File: src/rtl/mstep_pkg.sv
package mstep_pkg;

    localparam int POS_W    = 7;                 // 128 electrical positions
    localparam int QTR      = 1 << (POS_W - 2);  // positions per quadrant
    localparam int MAG_W    = 5;                 // magnitude 0..20
    localparam int CUR_W    = MAG_W + 1;         // signed level
    localparam int NWIND    = 2;                 // windings A and B
    localparam logic [POS_W-1:0] HOME_POS = POS_W'(QTR / 2);  // 45 degrees
    localparam logic [POS_W-1:0] FULL_OFS = POS_W'(QTR / 2);  // full-step grid offset

    typedef struct packed {
        logic [POS_W-1:0] pos;
        logic [NWIND-1:0] rise;
        logic             out_en;
    } idx_state_t;

    // log2 of the stride for each mode code; codes above 5 use the finest grid
    function automatic logic [2:0] stride_log2(input logic [2:0] mode);
        case (mode)
            3'd0:    return 3'd5;
            3'd1:    return 3'd4;
            3'd2:    return 3'd3;
            3'd3:    return 3'd2;
            3'd4:    return 3'd1;
            default: return 3'd0;
        endcase
    endfunction

    // Quarter-wave magnitude: round(20*sin(j*90/32 deg)) for j = 0..32
    function automatic logic [MAG_W-1:0] qtr_level(input logic [5:0] j);
        case (j)
            6'd0:  return 5'd0;
            6'd1:  return 5'd1;
            6'd2:  return 5'd2;
            6'd3:  return 5'd3;
            6'd4:  return 5'd4;
            6'd5:  return 5'd5;
            6'd6:  return 5'd6;
            6'd7:  return 5'd7;
            6'd8:  return 5'd8;
            6'd9:  return 5'd9;
            6'd10: return 5'd9;
            6'd11: return 5'd10;
            6'd12: return 5'd11;
            6'd13: return 5'd12;
            6'd14: return 5'd13;
            6'd15: return 5'd13;
            6'd16: return 5'd14;
            6'd17: return 5'd15;
            6'd18: return 5'd15;
            6'd19: return 5'd16;
            6'd20: return 5'd17;
            6'd21: return 5'd17;
            6'd22: return 5'd18;
            6'd23: return 5'd18;
            6'd24: return 5'd18;
            6'd25: return 5'd19;
            6'd26: return 5'd19;
            6'd27: return 5'd19;
            default: return 5'd20;   // 28..32 saturate at full scale
        endcase
    endfunction

endpackage

File: src/rtl/mstep_sync_edge.sv
module mstep_sync_edge #(
    parameter int STAGES = 2
) (
    input  logic clk,
    input  logic rst_n,
    input  logic din,
    output logic rise
);
    // chain_q[STAGES-1:0] is the synchronizer, chain_q[STAGES] the history flop
    logic [STAGES:0] chain_d, chain_q;

    always_comb begin
        chain_d = {chain_q[STAGES-1:0], din};
    end

    always_ff @(posedge clk or negedge rst_n) begin
        if (!rst_n) chain_q <= '0;
        else        chain_q <= chain_d;
    end

    assign rise = chain_q[STAGES-1] & ~chain_q[STAGES];

endmodule

File: src/rtl/mstep_next_pos.sv
module mstep_next_pos
    import mstep_pkg::*;
(
    input  logic [POS_W-1:0] pos,
    input  logic             dir_up,
    input  logic [2:0]       mode,
    output logic [POS_W-1:0] nxt
);
    logic [2:0]       shf;
    logic [POS_W-1:0] ofs, stride, mask, rel, base, moved;

    always_comb begin
        shf    = stride_log2(mode);
        ofs    = (mode == 3'd0) ? FULL_OFS : '0;
        stride = POS_W'(1) << shf;
        mask   = stride - POS_W'(1);
        rel    = pos - ofs;          // position relative to the active grid
        base   = rel & ~mask;        // grid point at or below
        if (dir_up)
            moved = base + stride;   // first grid point strictly above
        else if ((rel & mask) == '0)
            moved = rel - stride;    // on grid: one full stride down
        else
            moved = base;            // off grid: nearest point below
        nxt = moved + ofs;
    end

endmodule

File: src/rtl/mstep_wave.sv
module mstep_wave
    import mstep_pkg::*;
#(
    parameter int PHASE = 0          // 0 = sine, QTR = cosine
) (
    input  logic [POS_W-1:0]        pos,
    output logic signed [CUR_W-1:0] level,
    output logic [MAG_W-1:0]        mag
);
    localparam logic [POS_W-1:0] SHIFT = POS_W'(PHASE);

    logic [POS_W-1:0] p;
    logic [1:0]       quad;
    logic [5:0]       rem, fold;

    always_comb begin
        p     = pos + SHIFT;
        quad  = p[POS_W-1 -: 2];
        rem   = {1'b0, p[POS_W-3:0]};
        fold  = quad[0] ? (6'(QTR) - rem) : rem;   // mirror odd quadrants
        mag   = qtr_level(fold);
        level = quad[1] ? -$signed({1'b0, mag}) : $signed({1'b0, mag});
    end

endmodule

File: src/rtl/microstep_indexer.sv
module microstep_indexer
    import mstep_pkg::*;
#(
    parameter int SYNC_STAGES = 2
) (
    input  logic                    clk,
    input  logic                    rst_n,
    input  logic                    sleep_req,
    input  logic                    step_in,
    input  logic                    dir_in,
    input  logic [2:0]              mode_code,
    input  logic                    drive_off,
    output logic signed [CUR_W-1:0] cur_a,
    output logic signed [CUR_W-1:0] cur_b,
    output logic                    rise_a,
    output logic                    rise_b,
    output logic                    out_en
);
    idx_state_t state_d, state_q;

    logic                    step_rise;
    logic [POS_W-1:0]        nxt_pos;
    logic [POS_W-1:0]        pos_now;
    logic signed [CUR_W-1:0] lvl_now [NWIND];
    logic [MAG_W-1:0]        mag_now [NWIND];
    logic signed [CUR_W-1:0] lvl_nxt [NWIND];
    logic [MAG_W-1:0]        mag_nxt [NWIND];

    mstep_sync_edge #(.STAGES(SYNC_STAGES)) u_step_sync (
        .clk  (clk),
        .rst_n(rst_n),
        .din  (step_in),
        .rise (step_rise)
    );

    mstep_next_pos u_next (
        .pos   (state_q.pos),
        .dir_up(dir_in),
        .mode  (mode_code),
        .nxt   (nxt_pos)
    );

    // winding 0 = A (cosine), winding 1 = B (sine)
    for (genvar w = 0; w < NWIND; w++) begin : g_wind
        localparam int PH = (w == 0) ? QTR : 0;

        mstep_wave #(.PHASE(PH)) u_now (
            .pos  (state_q.pos),
            .level(lvl_now[w]),
            .mag  (mag_now[w])
        );

        mstep_wave #(.PHASE(PH)) u_nxt (
            .pos  (nxt_pos),
            .level(lvl_nxt[w]),
            .mag  (mag_nxt[w])
        );
    end

    always_comb begin
        state_d        = state_q;
        state_d.out_en = !sleep_req && !drive_off;
        if (sleep_req) begin
            state_d.pos  = HOME_POS;
            state_d.rise = '0;
        end else if (step_rise) begin
            state_d.pos = nxt_pos;
            for (int w = 0; w < NWIND; w++) begin
                state_d.rise[w] = (mag_nxt[w] > mag_now[w]);
            end
        end
    end

    always_ff @(posedge clk or negedge rst_n) begin
        if (!rst_n) begin
            state_q.pos    <= HOME_POS;
            state_q.rise   <= '0;
            state_q.out_en <= 1'b0;
        end else begin
            state_q <= state_d;
        end
    end

    assign pos_now = state_q.pos;
    assign cur_a   = lvl_now[0];
    assign cur_b   = lvl_now[1];
    assign rise_a  = state_q.rise[0];
    assign rise_b  = state_q.rise[1];
    assign out_en  = state_q.out_en;

endmodule

File: config.mk
export PLATFORM = sky130hd
export DESIGN_NAME = microstep_indexer
export DESIGN_NICKNAME = d
export VERILOG_FILES = /design/src/rtl/mstep_pkg.sv /design/src/rtl/mstep_sync_edge.sv /design/src/rtl/mstep_next_pos.sv /design/src/rtl/mstep_wave.sv /design/src/rtl/microstep_indexer.sv
export SDC_FILE = /design/constraint.sdc
export NUM_CORES = 1
export LEC_CHECK = 0
export ABC_AREA = 1
export BUFFER_PORTS_ARGS = -buffer_cell sky130_fd_sc_hd__buf_2
export CAP_MARGIN = 20
export CELL_PAD_IN_SITES_DETAIL_PLACEMENT = 0
export CELL_PAD_IN_SITES_GLOBAL_PLACEMENT = 2
export CORE_MARGIN = 1.5
export CORE_UTILIZATION = 30
export DETAILED_ROUTE_END_ITERATION = 6
export GPL_TIMING_DRIVEN = 0
export PLACE_DENSITY_LB_ADDON = 0.1
export SYNTH_ARGS = -nofsm -noshare
export SYNTH_HDL_FRONTEND = slang
export SYNTH_SLANG_ARGS = --single-unit
File: constraint.sdc
create_clock -name clk -period 4.1 [get_ports clk]
set_clock_uncertainty 0.2 [all_clocks]
set_input_delay 0.205 -clock clk [delete_from_list [all_inputs] [get_ports clk]]
set_output_delay 0.205 -clock clk [all_outputs]
set_load 0.05 [all_outputs]
==> flow_summary.json <==
{
  "die_area_sq_um": 11300,
  "place_congestion": 0.842,
  "post-place-ws_ns": -1.03,
  "cp.required_ns": 4.03,
  "syn_to_final_growth_pct": 38.2,
  "slew_violations": 0,
  "die_h_um": 106,
  "violations": "negative setup slack",
  "worstPathArrival_ns": 4.23,
  "hold_slack_ns": 0.138,
  "nFillCells": 1109,
  "grt_pass1_wl_um": 17000,
  "dpl.hpwl_um": 8070,
  "yosys.cell_types.count": 41,
  "drive_gt1_share_pct": 37.2,
  "ys_top_cells_by_area": "nand2_1, ha_1, dfrtp_1",
  "grt_pass1_vias": 3393,
  "cts.sink_count": 13,
  "worst_slack_ns": -0.204,
  "holdCritPathClass": "in -> reg",
  "clk_pin_slew_worst_paths_ns": 0.06,
  "avgRoutedWirePerCell_um": 14.2,
  "status": "finished with violations",
  "ys.warnings.count": 0,
  "tritoncts": "yes",
  "place_inst": 674,
  "wirelength_um": 10400,
  "htree_levels": 1,
  "ant_nets": 0,
  "syn_inst": 517,
  "yosysSeqAreaShare_pct": 10.2,
  "timing_worst_setup_path_type": "reg -> reg",
  "stdcell_count": 735,
  "num_antenna_cells": 0,
  "dr.pass1.iters": 6,
  "cts_buffer_depth": 2,
  "antenna_found_initial": 0,
  "syn_area_sq_um": 3200,
  "fmax_mhz": 232,
  "yosys.area.top_type": "nand2_1",
  "io_buffers": 21,
  "final.min_clock_period_ns": 4.30,
  "crit_path_start_kind": "flop",
  "ios": 24,
  "cp-end-kind": "flop",
  "dr.first_iter.drc_count": 176,
  "grt_remaining_overflow": 0,
  "synth_top_area_share_pct": 16.7,
  "row_count": 37,
  "avgViaCountPerCell": 4.90,
  "finalHoldViolCount": 0,
  "grt_usage_pct": 18.8,
  "vias": 3604,
  "fin_nets": 650,
  "synth_nets": 567,
  "p_leak_nw": 2.25,
  "drc": 0,
  "ys_ff_latch": 13,
  "grt_setup_unrepaired": "true",
  "p_per_area_nw_per_um2": 442,
  "syn_avg_cell_area_sq_um": 6.19,
  "cap_violations": 0,
  "root_buffer": "clkbuf_8",
  "grt_max_degree": 14,
  "insertion_delay_ns": 0.25,
  "slew_headroom_pct": 60.7,
  "worst_pin_slew_ns": 0.585,
  "min_period_over_period_pct": 105,
  "setup_violations": 2,
  "cts_buffers": 3,
  "initial_core_util_pct": 31.0,
  "ir_drop_uv": 188,
  "die_w_um": 106,
  "crit_fanout": 7,
  "placeableCoreArea_sq_um": 10300
}
cell families (layout without fill, tap and decap cells):
group,count (synthesis),after routing,synth area share (%)
AOI/OAI and AO/OA,80,80,15.9
xor gates and xnor gates,12,12,3.28
adders and majority gates,41,41,16.3
buffers and inverters,86,168,10.5
DFF,13,13,10.2
and+or+nand+nor,285,285,43.8
layout by cell type, fill, tap and decap left out, types with 6 or more instances in the layout:
cell and instances:
nor2_2 6, dfrtp_1 9, nand4_1 8, o21ai_0 14
o21ai_2 6, ha_1 27, nand3_1 34, nand3_2 23
a21oi_1 13, inv_1 60, nand2_2 24, nand2_4 13
o21ai_1 11, o22ai_1 6, inv_2 14, xor2_1 7
nor2_1 28, a21oi_2 7, buf_2 22, nand2_1 127
ha_4 11, buf_4 54
worst max-delay path, stage by stage (launching register included):
cell and delay (ns):
dfstp_2 0.53, inv_2 0.07, ha_4 0.25, a21oi_2 0.18, ha_4 0.24, or2_4 0.25
a21oi_2 0.14, a21oi_2 0.05, ha_2 0.20, ha_4 0.32, inv_8 0.05, or2_4 0.24
nand3_1 0.10, nand3_1 0.12, nand2_1 0.09, inv_1 0.04, nand2_1 0.06, nand3_2 0.07
nand2_1 0.07, nor2_1 0.05, ha_1 0.31, inv_1 0.07, nor2_2 0.03, o21bai_1 0.13
a21boi_1 0.09, o221ai_1 0.17, nand2_1 0.07
power breakdown:
group / leakage [nW] / total [mW] / switching (mW) / internal, mW
sequential: 0.163 / 0.152 / 0.0110 / 0.141
combinational: 2.06 / 1.69 / 1.07 / 0.616
clock: 0.0228 / 0.118 / 0.0492 / 0.0688
state kept, by name, indices dropped and copies added, names as in the netlist:
| name | count |
|---|---|
| u_step_sync.chain_q | 3 |
| out_en | 1 |
| rise_b | 1 |
| pos_now | 7 |
| rise_a | 1 |
worst paths after layout:
check                                                 start                          endpoint  slack, ns  cells past startpoint
hold reg to reg            u_step_sync.chain_q[0]$_DFF_PN0_  u_step_sync.chain_q[1]$_DFF_PN0_       0.15                      0
hold / removal                                    sleep_req                rise_a$_DFFE_PN0P_       0.14                      4
setup reg to reg                     pos_now[4]$_DFFE_PN1P_                rise_b$_DFFE_PN0P_      -0.20                     26
max in group asynchronous                             rst_n            pos_now[4]$_DFFE_PN1P_       3.23                      2
min in group asynchronous                             rst_n                  out_en$_DFF_PN0_       0.18                      2
setup / recovery                     pos_now[4]$_DFFE_PN1P_                rise_b$_DFFE_PN0P_      -0.20                     26
routing by layer:
metal	up-vias	part of all wire, %	global-route usage [%]
met3	10	2.7	1.78
met1	1678	48	25.2
li1	1862	-	-
met5	-	0	0
met2	54	48	32.7
met4	0	0.92	4.05
final cells by class:
cell class	count	area, sq um	area share [%]
Clock buffer	4	45.0	1.02
Buffer	5	42.5	0.962
Tap cell	136	170	3.85
Multi-Input combinational cell	418	2940	66.5
Inverter	80	322	7.27
Sequential cell	13	330	7.47
Timing Repair Buffer	79	571	12.9
synthesized netlist by cell type, drive strengths merged:
cell / count
nor2: 39
a31oi: 5
o21bai: 2
o211ai: 2
or2: 5
inv: 80
o221ai: 2
a21oi: 22
a211oi: 3
ha: 40
nand3b: 2
a21boi: 2
nand4: 9
nand3: 62
nor3: 4
buf: 6
a21o: 1
a22oi: 1
o22ai: 6
xnor2: 5
nand2: 164
o21ai: 34
dfstp: 1
fa: 1
dfrtp: 12
xor2: 7
metrics by stage:
stage               total power, mW  instance area, sq um  utilization [%]  TNS (ns)
floorplan                      1.24                  3330                -    -0.287
global placement               1.54                  3600             34.9     -1.98
detailed placement             1.55                  3600             34.9     -1.99
CTS                            1.77                  4090             39.6    -0.388
global route                   2.15                  4420             42.9    -0.800
finish                         1.96                  4420             42.9    -0.322
timing repair:
action | 4_1_cts | 5_1_grt
setup endpoints to repair | 7 | 4
endpoints found under the hold margin | 15 | 0
resized for setup | 35 | 48
setup buffers | 39 | 15
pin swaps | 36 | 27
hold buffers | 4 | 0
Power figures use the tool's default switching activity.
